### src/rtl/chardisp_pkg.sv
package chardisp_pkg;
  // Access kind, encoded as {rs, rw}
  typedef enum logic [1:0] {
    ACC_INSTR  = 2'b00,
    ACC_STATUS = 2'b01,
    ACC_DWRITE = 2'b10,
    ACC_DREAD  = 2'b11
  } acc_e;

  localparam logic [7:0] FILL_CODE  = 8'h20;
  localparam logic [7:0] CLEAR_CODE = 8'h01;
endpackage

### src/rtl/chardisp_strobe.sv
module chardisp_strobe
  import chardisp_pkg::*;
(
  input  logic clk,
  input  logic rst_n,
  input  logic en_i,
  input  logic rs_i,
  input  logic rw_i,
  output logic fire_o,
  output acc_e kind_o
);
  logic en_q;

  always_ff @(posedge clk or negedge rst_n) begin
    if (!rst_n) en_q <= 1'b0;
    else        en_q <= en_i;
  end

  assign fire_o = en_q & ~en_i;
  assign kind_o = acc_e'({rs_i, rw_i});
endmodule

### src/rtl/chardisp_busy.sv
module chardisp_busy #(
  parameter int BUSY_CYCLES  = 8,
  parameter int CLEAR_CYCLES = 96
) (
  input  logic clk,
  input  logic rst_n,
  input  logic start_i,
  input  logic clear_i,
  output logic busy_o
);
  localparam int MAXC = (CLEAR_CYCLES > BUSY_CYCLES) ? CLEAR_CYCLES : BUSY_CYCLES;
  localparam int CW   = $clog2(MAXC + 1);

  logic [CW-1:0] cnt_q;

  always_ff @(posedge clk or negedge rst_n) begin
    if (!rst_n)              cnt_q <= '0;
    else if (start_i)        cnt_q <= clear_i ? CW'(CLEAR_CYCLES) : CW'(BUSY_CYCLES);
    else if (cnt_q != '0)    cnt_q <= cnt_q - 1'b1;
  end

  assign busy_o = (cnt_q != '0);

  AST_BUSY_START: assert property (@(posedge clk) disable iff (!rst_n)
    start_i |=> busy_o);
endmodule

### src/rtl/chardisp_addr.sv
module chardisp_addr #(
  parameter int DEPTH = 80,
  parameter int AW    = 7
) (
  input  logic          clk,
  input  logic          rst_n,
  input  logic          load_i,
  input  logic [AW-1:0] load_val_i,
  input  logic          zero_i,
  input  logic          adv_i,
  output logic [AW-1:0] ac_o
);
  localparam logic [AW:0]   LIMIT = (AW+1)'(DEPTH);
  localparam logic [AW-1:0] LAST  = AW'(DEPTH - 1);

  logic [AW-1:0] ac_q;
  logic          in_range;

  assign in_range = ({1'b0, load_val_i} < LIMIT);

  always_ff @(posedge clk or negedge rst_n) begin
    if (!rst_n)      ac_q <= '0;
    else if (zero_i) ac_q <= '0;
    else if (load_i) ac_q <= in_range ? load_val_i : '0;
    else if (adv_i)  ac_q <= (ac_q == LAST) ? '0 : ac_q + 1'b1;
  end

  assign ac_o = ac_q;

  AST_AC_RANGE: assert property (@(posedge clk) disable iff (!rst_n)
    {1'b0, ac_q} < LIMIT);
  AST_AC_WRAP: assert property (@(posedge clk) disable iff (!rst_n)
    (adv_i && !load_i && !zero_i && ac_q == LAST) |=> ac_q == '0);
endmodule

### src/rtl/chardisp_ram.sv
module chardisp_ram
  import chardisp_pkg::*;
#(
  parameter int DEPTH = 80,
  parameter int AW    = 7,
  parameter int DW    = 8
) (
  input  logic          clk,
  input  logic          rst_n,
  input  logic          wr_i,
  input  logic [AW-1:0] wr_addr_i,
  input  logic [DW-1:0] wr_data_i,
  input  logic          clr_start_i,
  input  logic [AW-1:0] rd_addr_i,
  output logic [DW-1:0] rd_data_o,
  output logic          clearing_o
);
  localparam logic [AW-1:0] LAST = AW'(DEPTH - 1);

  logic [DW-1:0] mem [DEPTH];
  logic          clr_act_q;
  logic [AW-1:0] clr_idx_q;

  // Clear engine: one entry per cycle
  always_ff @(posedge clk or negedge rst_n) begin
    if (!rst_n) begin
      clr_act_q <= 1'b0;
      clr_idx_q <= '0;
    end else if (clr_start_i) begin
      clr_act_q <= 1'b1;
      clr_idx_q <= '0;
    end else if (clr_act_q) begin
      if (clr_idx_q == LAST) begin
        clr_act_q <= 1'b0;
        clr_idx_q <= '0;
      end else begin
        clr_idx_q <= clr_idx_q + 1'b1;
      end
    end
  end

  always_ff @(posedge clk or negedge rst_n) begin
    if (!rst_n) begin
      for (int i = 0; i < DEPTH; i++) mem[i] <= DW'(FILL_CODE);
    end else if (clr_act_q) begin
      mem[clr_idx_q] <= DW'(FILL_CODE);
    end else if (wr_i) begin
      mem[wr_addr_i] <= wr_data_i;
    end
  end

  assign rd_data_o  = mem[rd_addr_i];
  assign clearing_o = clr_act_q;

  AST_NO_WR_DURING_CLR: assert property (@(posedge clk) disable iff (!rst_n)
    clr_act_q |-> !wr_i);
endmodule

### src/rtl/chardisp_regif.sv
module chardisp_regif
  import chardisp_pkg::*;
#(
  parameter int DEPTH        = 80,
  parameter int DW           = 8,
  parameter int BUSY_CYCLES  = 8,
  parameter int CLEAR_CYCLES = 96
) (
  input  logic          clk,
  input  logic          rst_n,
  input  logic          rs_i,
  input  logic          rw_i,
  input  logic          en_i,
  input  logic [DW-1:0] db_in_i,
  output logic [DW-1:0] db_out_o,
  output logic          db_oe_o
);
  localparam int AW = $clog2(DEPTH);

  logic          fire;
  acc_e          kind;
  logic          busy;
  logic [AW-1:0] ac;
  logic [DW-1:0] rd_data;
  logic          clearing;
  logic          instr_ok, dwr_ok, drd, is_clr, is_set;

  chardisp_strobe u_strobe (
    .clk(clk), .rst_n(rst_n), .en_i(en_i), .rs_i(rs_i), .rw_i(rw_i),
    .fire_o(fire), .kind_o(kind)
  );

  assign is_clr   = (db_in_i == DW'(CLEAR_CODE));
  assign is_set   = db_in_i[DW-1];
  assign instr_ok = fire && (kind == ACC_INSTR)  && !busy;
  assign dwr_ok   = fire && (kind == ACC_DWRITE) && !busy;
  assign drd      = fire && (kind == ACC_DREAD);

  chardisp_busy #(.BUSY_CYCLES(BUSY_CYCLES), .CLEAR_CYCLES(CLEAR_CYCLES)) u_busy (
    .clk(clk), .rst_n(rst_n),
    .start_i(instr_ok | dwr_ok), .clear_i(instr_ok & is_clr),
    .busy_o(busy)
  );

  chardisp_addr #(.DEPTH(DEPTH), .AW(AW)) u_addr (
    .clk(clk), .rst_n(rst_n),
    .load_i(instr_ok & is_set), .load_val_i(db_in_i[AW-1:0]),
    .zero_i(instr_ok & is_clr), .adv_i(dwr_ok | drd),
    .ac_o(ac)
  );

  chardisp_ram #(.DEPTH(DEPTH), .AW(AW), .DW(DW)) u_ram (
    .clk(clk), .rst_n(rst_n),
    .wr_i(dwr_ok), .wr_addr_i(ac), .wr_data_i(db_in_i),
    .clr_start_i(instr_ok & is_clr),
    .rd_addr_i(ac), .rd_data_o(rd_data), .clearing_o(clearing)
  );

  assign db_out_o = rs_i ? rd_data : {busy, (DW-1)'(ac)};
  assign db_oe_o  = en_i & rw_i;

  AST_REJECT_INSTR: assert property (@(posedge clk) disable iff (!rst_n)
    (fire && kind == ACC_INSTR && busy) |=> $stable(ac));
  AST_CLEAR_BUSY: assert property (@(posedge clk) disable iff (!rst_n)
    clearing |-> busy);
endmodule

### config.mk
export PLATFORM = sky130hd
export DESIGN_NAME = chardisp_regif
export DESIGN_NICKNAME = d
export VERILOG_FILES = /design/src/rtl/chardisp_pkg.sv /design/src/rtl/chardisp_strobe.sv /design/src/rtl/chardisp_busy.sv /design/src/rtl/chardisp_addr.sv /design/src/rtl/chardisp_ram.sv /design/src/rtl/chardisp_regif.sv
export SDC_FILE = /design/constraint.sdc
export NUM_CORES = 1
export LEC_CHECK = 0
export BUFFER_PORTS_ARGS = -buffer_cell sky130_fd_sc_hd__buf_4
export CAP_MARGIN = 20
export CORE_ASPECT_RATIO = 0.6
export CORE_MARGIN = 3
export CORE_UTILIZATION = 45
export DETAILED_ROUTE_END_ITERATION = 10
export PLACE_DENSITY_LB_ADDON = 0.08
export SLEW_MARGIN = 15
export SYNTH_ARGS = -nofsm -noshare
export SYNTH_HDL_FRONTEND = slang
export SYNTH_SLANG_ARGS = --single-unit
### constraint.sdc
create_clock -name clk -period 2.8 [get_ports clk]
set_input_delay 0.42 -clock clk [delete_from_list [all_inputs] [get_ports clk]]
set_output_delay 0.42 -clock clk [all_outputs]
set_load 0.02 [all_outputs]
==> Implementation_results.wiki <==
{| class="wikitable"
! Metric !! Value
|-
| Outcome || finished with violations
|-
| Violations in the final reports || setup timing
|-
| Arrival time at the worst endpoint || 3370 ps
|-
| Setup slack of the most critical reg-to-reg path || 70 ps
|-
| Mean Syn Cell Area || 12.1 um^2
|-
| Synth unique cells || 81
|-
| Mean routed wirelength per cell || 33.8 um
|-
| Compound-Gate Fraction of Synth Area || 25.0%
|-
| Final sum of negative setup slack || -7670 ps
|-
| Fin. Hold Viols || 0
|-
| CTS tree || built
|-
| Number of design rule violations left after detail routing || 0
|-
| Maximum clock path buffer count || 3
|-
| Post-route cell area || 38500 um^2
|-
| Global route total overflow || 0
|-
| Maximum Capacitance Violations || 0
|-
| Number of flops mapped to enable cells by yosys || 0
|-
| Post-placement cell count || 3706
|-
| Count of clock tree sinks || 663
|-
| Clock transition at the register clock pins on the worst setup and hold paths after CTS || 60 ps
|-
| #FFs+latches synth || 663
|-
| Part of the cycle the worst path needs || 135%
|-
| Min-Delay Endpoint || u_ram.mem[94]$_DFFE_PN0P_
|-
| Category of the worst setup path capture point || output pin
|-
| Startpoint types || register
|-
| Worst relative slew slack || 27.1%
|-
| Latest clock arrival within the worst-skew pair || 640 ps
|-
| Core area || 67200 um^2
|-
| Horizontal die dimension || 345 um
|-
| Net total in the final layout || 2908
|-
| Post-synthesis instance area || 31000 um^2
|-
| Final Non-Filler Cells || 3841
|-
| DR vias/cell || 6.89
|-
| Sequential share of the synthesized area || 53.8%
|-
| Number of H-tree levels || 3
|-
| Diodes inserted || 0
|-
| Mux cell area share after synthesis || 8.68%
|-
| Top fanout value on the critical path || 10
|-
| Post-detailed-routing wire length || 130000 um
|-
| Warnings, synthesis || 0
|-
| Drt pass-1 iters || 5
|-
| Cell depth of the worst flop-to-flop path || 8
|-
| Vias in the first global route || 25700
|-
| Fraction of post-synthesis cell area in the top cell type by area || 47.0%
|-
| Power per cell area || 796 nW/um^2
|-
| Worst hold slack across all endpoints || 287 ps
|-
| F_max || 264 MHz
|-
| Hold WC Path Type || in2reg
|-
| Cell types with the largest area share after synthesis || dfrtp_1 47%, a22o_1 16%, dfstp_2 6.8%, mux4_2 5.2%, mux2i_1 2.8%
|-
| Endpoint of the most critical register-to-register path || u_ram.mem[639]$_DFFE_PN0P_
|-
| Io pins || 22
|-
| Share of flip-flops with an asynchronous set or reset || 100%
|-
| Fraction of final layout cells with drive strength greater than 1 || 31.8%
|-
| Hold Path Cell Cnt || 2
|-
| Final-report setup violation count || 8
|-
| Starting density of the core || 46.2%
|-
| Starting DRC count in detailed routing || 3595
|-
| Adder and majority gate portion of the synthesized area || 0.121%
|-
| Leak || 18.1 nW
|-
| Area fraction in and, or, nand and nor cells after synthesis || 8.39%
|-
| Dominant combinational cell family by area after synthesis || compound AO/OA/AOI/OAI gates
|-
| Worst R2R Start || u_addr.ac_o[6]$_DFFE_PN0P_
|-
| Overall die height || 209 um
|-
| Pin count of the biggest net entering global routing || 102
|-
| Final setup skew || 26.3 ps
|-
| DIE AREA || 72300 um^2
|-
| Xor-xnor portion of the synthesized cell area || 0.169%
|-
| Peak supply drop || 0.553 mV
|-
| Worst Min Path Start || db_in_i[6]
|-
| Number of antenna violations at the first check in global routing || 2
|-
| Minimum clock period || 3790 ps
|-
| Number of max-slew violations in the final report || 0
|-
| Most area-hungry cell type in the Yosys netlist || dfrtp_1
|-
| Port-buffer cells || 21
|-
| Layout area overhead || 23.9%
|-
| Count of vias placed by the detailed router || 26500
|-
| DP Wirelength || 89600 um
|-
| Clk Tree Root Cell || clkbuf_16
|-
| Global-route usage over all layers || 35.6%
|-
| Antenna Nets Post-Route || 0
|-
| Syn nets || 2572
|-
| Total placed instance area || 35400 um^2
|-
| Category of the most critical setup path || reg2out
|-
| Placer congestion estimate || 1.02
|-
| Mapped Cells || 2556
|-
| RSZ-0062 raised after global routing || true
|-
| Cell row count || 73
|-
| Post-synth top flop || dfrtp_1
|-
| Worst Max-Slew Pin Slew || 1090 ps
|-
| First-pass GRT wire length || 189000 um
|-
| Number of buffers created by CTS || 66
|-
| Slack of the critical path || -993 ps
|-
| Required arrival time at the worst endpoint || 2380 ps
|}
sequential cells by signal, summed over array words and instances, names as in the netlist:
name	count
u_ram.mem	640
u_addr.ac_o	7
u_busy.cnt_q	7
u_ram.clr_idx_q	7
u_ram.clearing_o	1
u_strobe.en_q	1
cell usage after synthesis, drive strengths merged, types with 3 or more instances:
cell type,n
a2111oi,4
a21oi,192
a221o,7
a221oi,52
a222oi,4
a22o,565
a22oi,30
a31oi,11
and2,6
and3,7
buf,66
clkbuf,138
dfrtp,583
dfstp,80
ha,3
inv,90
mux2,18
mux2i,87
mux4,72
nand2,78
nand2b,12
nand3,24
nand4,7
nor2,109
nor2b,13
nor3,98
nor4,47
nor4b,3
o2111ai,5
o211ai,3
o21ai,35
o221ai,13
o22a,3
o22ai,34
o2bb2ai,3
or2,5
or3,3
xor2,4
cells by family after synthesis:
group / after synthesis
xor gates and xnor gates: 6
buffers and inverters: 296
AOI/OAI and AO/OA: 988
DFF: 663
and+or+nand+nor: 423
muxes: 177
adders and majority gates: 3
per-stage QoR:
stage	setup WS (ps)	power [mW]	util, %
floorplan	2.78	14.2	-
global placement	-1060	19.6	52.6
detailed placement	-1020	19.6	52.6
CTS	-1050	30.0	56.8
global route	-1050	31.3	57.2
finish	-993	30.6	57.2
worst max-delay path, stage by stage (launching register included):
cell and delay (ps):
dfrtp_4 540, buf_6 140, buf_16 150, mux4_2 500
mux4_2 540, nand3_1 110, nand4_1 190, o32a_1 390
buf_4 170
how the worst max path moves through the flow:
stage	start	depth (start not counted)	to	slack, ps
2_1_floorplan	u_addr.ac_o[1]$_DFFE_PN0P_	9	db_out_o[7]	3
3_3_place_gp	u_addr.ac_o[0]$_DFFE_PN0P_	9	db_out_o[7]	-1060
3_5_place_dp	u_addr.ac_o[0]$_DFFE_PN0P_	9	db_out_o[7]	-1020
4_1_cts	u_addr.ac_o[0]$_DFFE_PN0P_	8	db_out_o[2]	-1050
5_1_grt	u_addr.ac_o[0]$_DFFE_PN0P_	8	db_out_o[6]	-1050
6_report	u_addr.ac_o[0]$_DFFE_PN0P_	8	db_out_o[2]	-990
final cells by class:
class	instances	area, um^2
fillers	5557	28800
multi-input cells	1597	13600
well taps	900	1130
inverters	92	345
clock inverters	25	434
flip-flops and latches	663	16700
clock buffers	92	1900
repair buffers	472	4330
where the power goes:
| part | total (mW) | switching (mW) | internal (mW) |
|---|---|---|---|
| sequential | 9.78 | 0.137 | 9.64 |
| clock | 9.78 | 4.06 | 5.71 |
| combinational | 11.1 | 6.73 | 4.33 |
timing repair:
action | CTS | global route
hold endpoints to repair | 43 | 0
hold buffers | 2 | 0
pin swaps | 4 | 7
cloned | 4 | 0
gates resized for setup | 75 | 51
endpoints found under the setup margin | 98 | 151
setup buffers | 4 | 8
cell usage in the layout (no fill, tap or decap), drive strengths merged, types with 4 or more instances in the layout:
cell and n:
clkinv 11, a221o 7, nor3 98, a22o 565, o22ai 34, a222oi 4, or2 5, xor2 4
a2111oi 4, o2111ai 5, nand4 7, inv 93, a221oi 52, nand3 24, bufinv 10, nand2b 12
and3 7, mux2i 87, mux4 72, dfstp 80, a21oi 192, buf 468, a31oi 11, o221ai 13
and2 6, nor2b 13, mux2 18, dfrtp 583, clkbuf 92, nor2 109, nand2 78, nor4 47
a22oi 30, o21ai 35
layer usage:
metal / wire length, um / global-route usage [%]
met1: 58000 / 55.0
met5: 9 / 0
met3: 18600 / 14.6
met4: 3170 / 8.71
met2: 49900 / 45.4
Note: power is estimated with default switching activity, not from simulation.
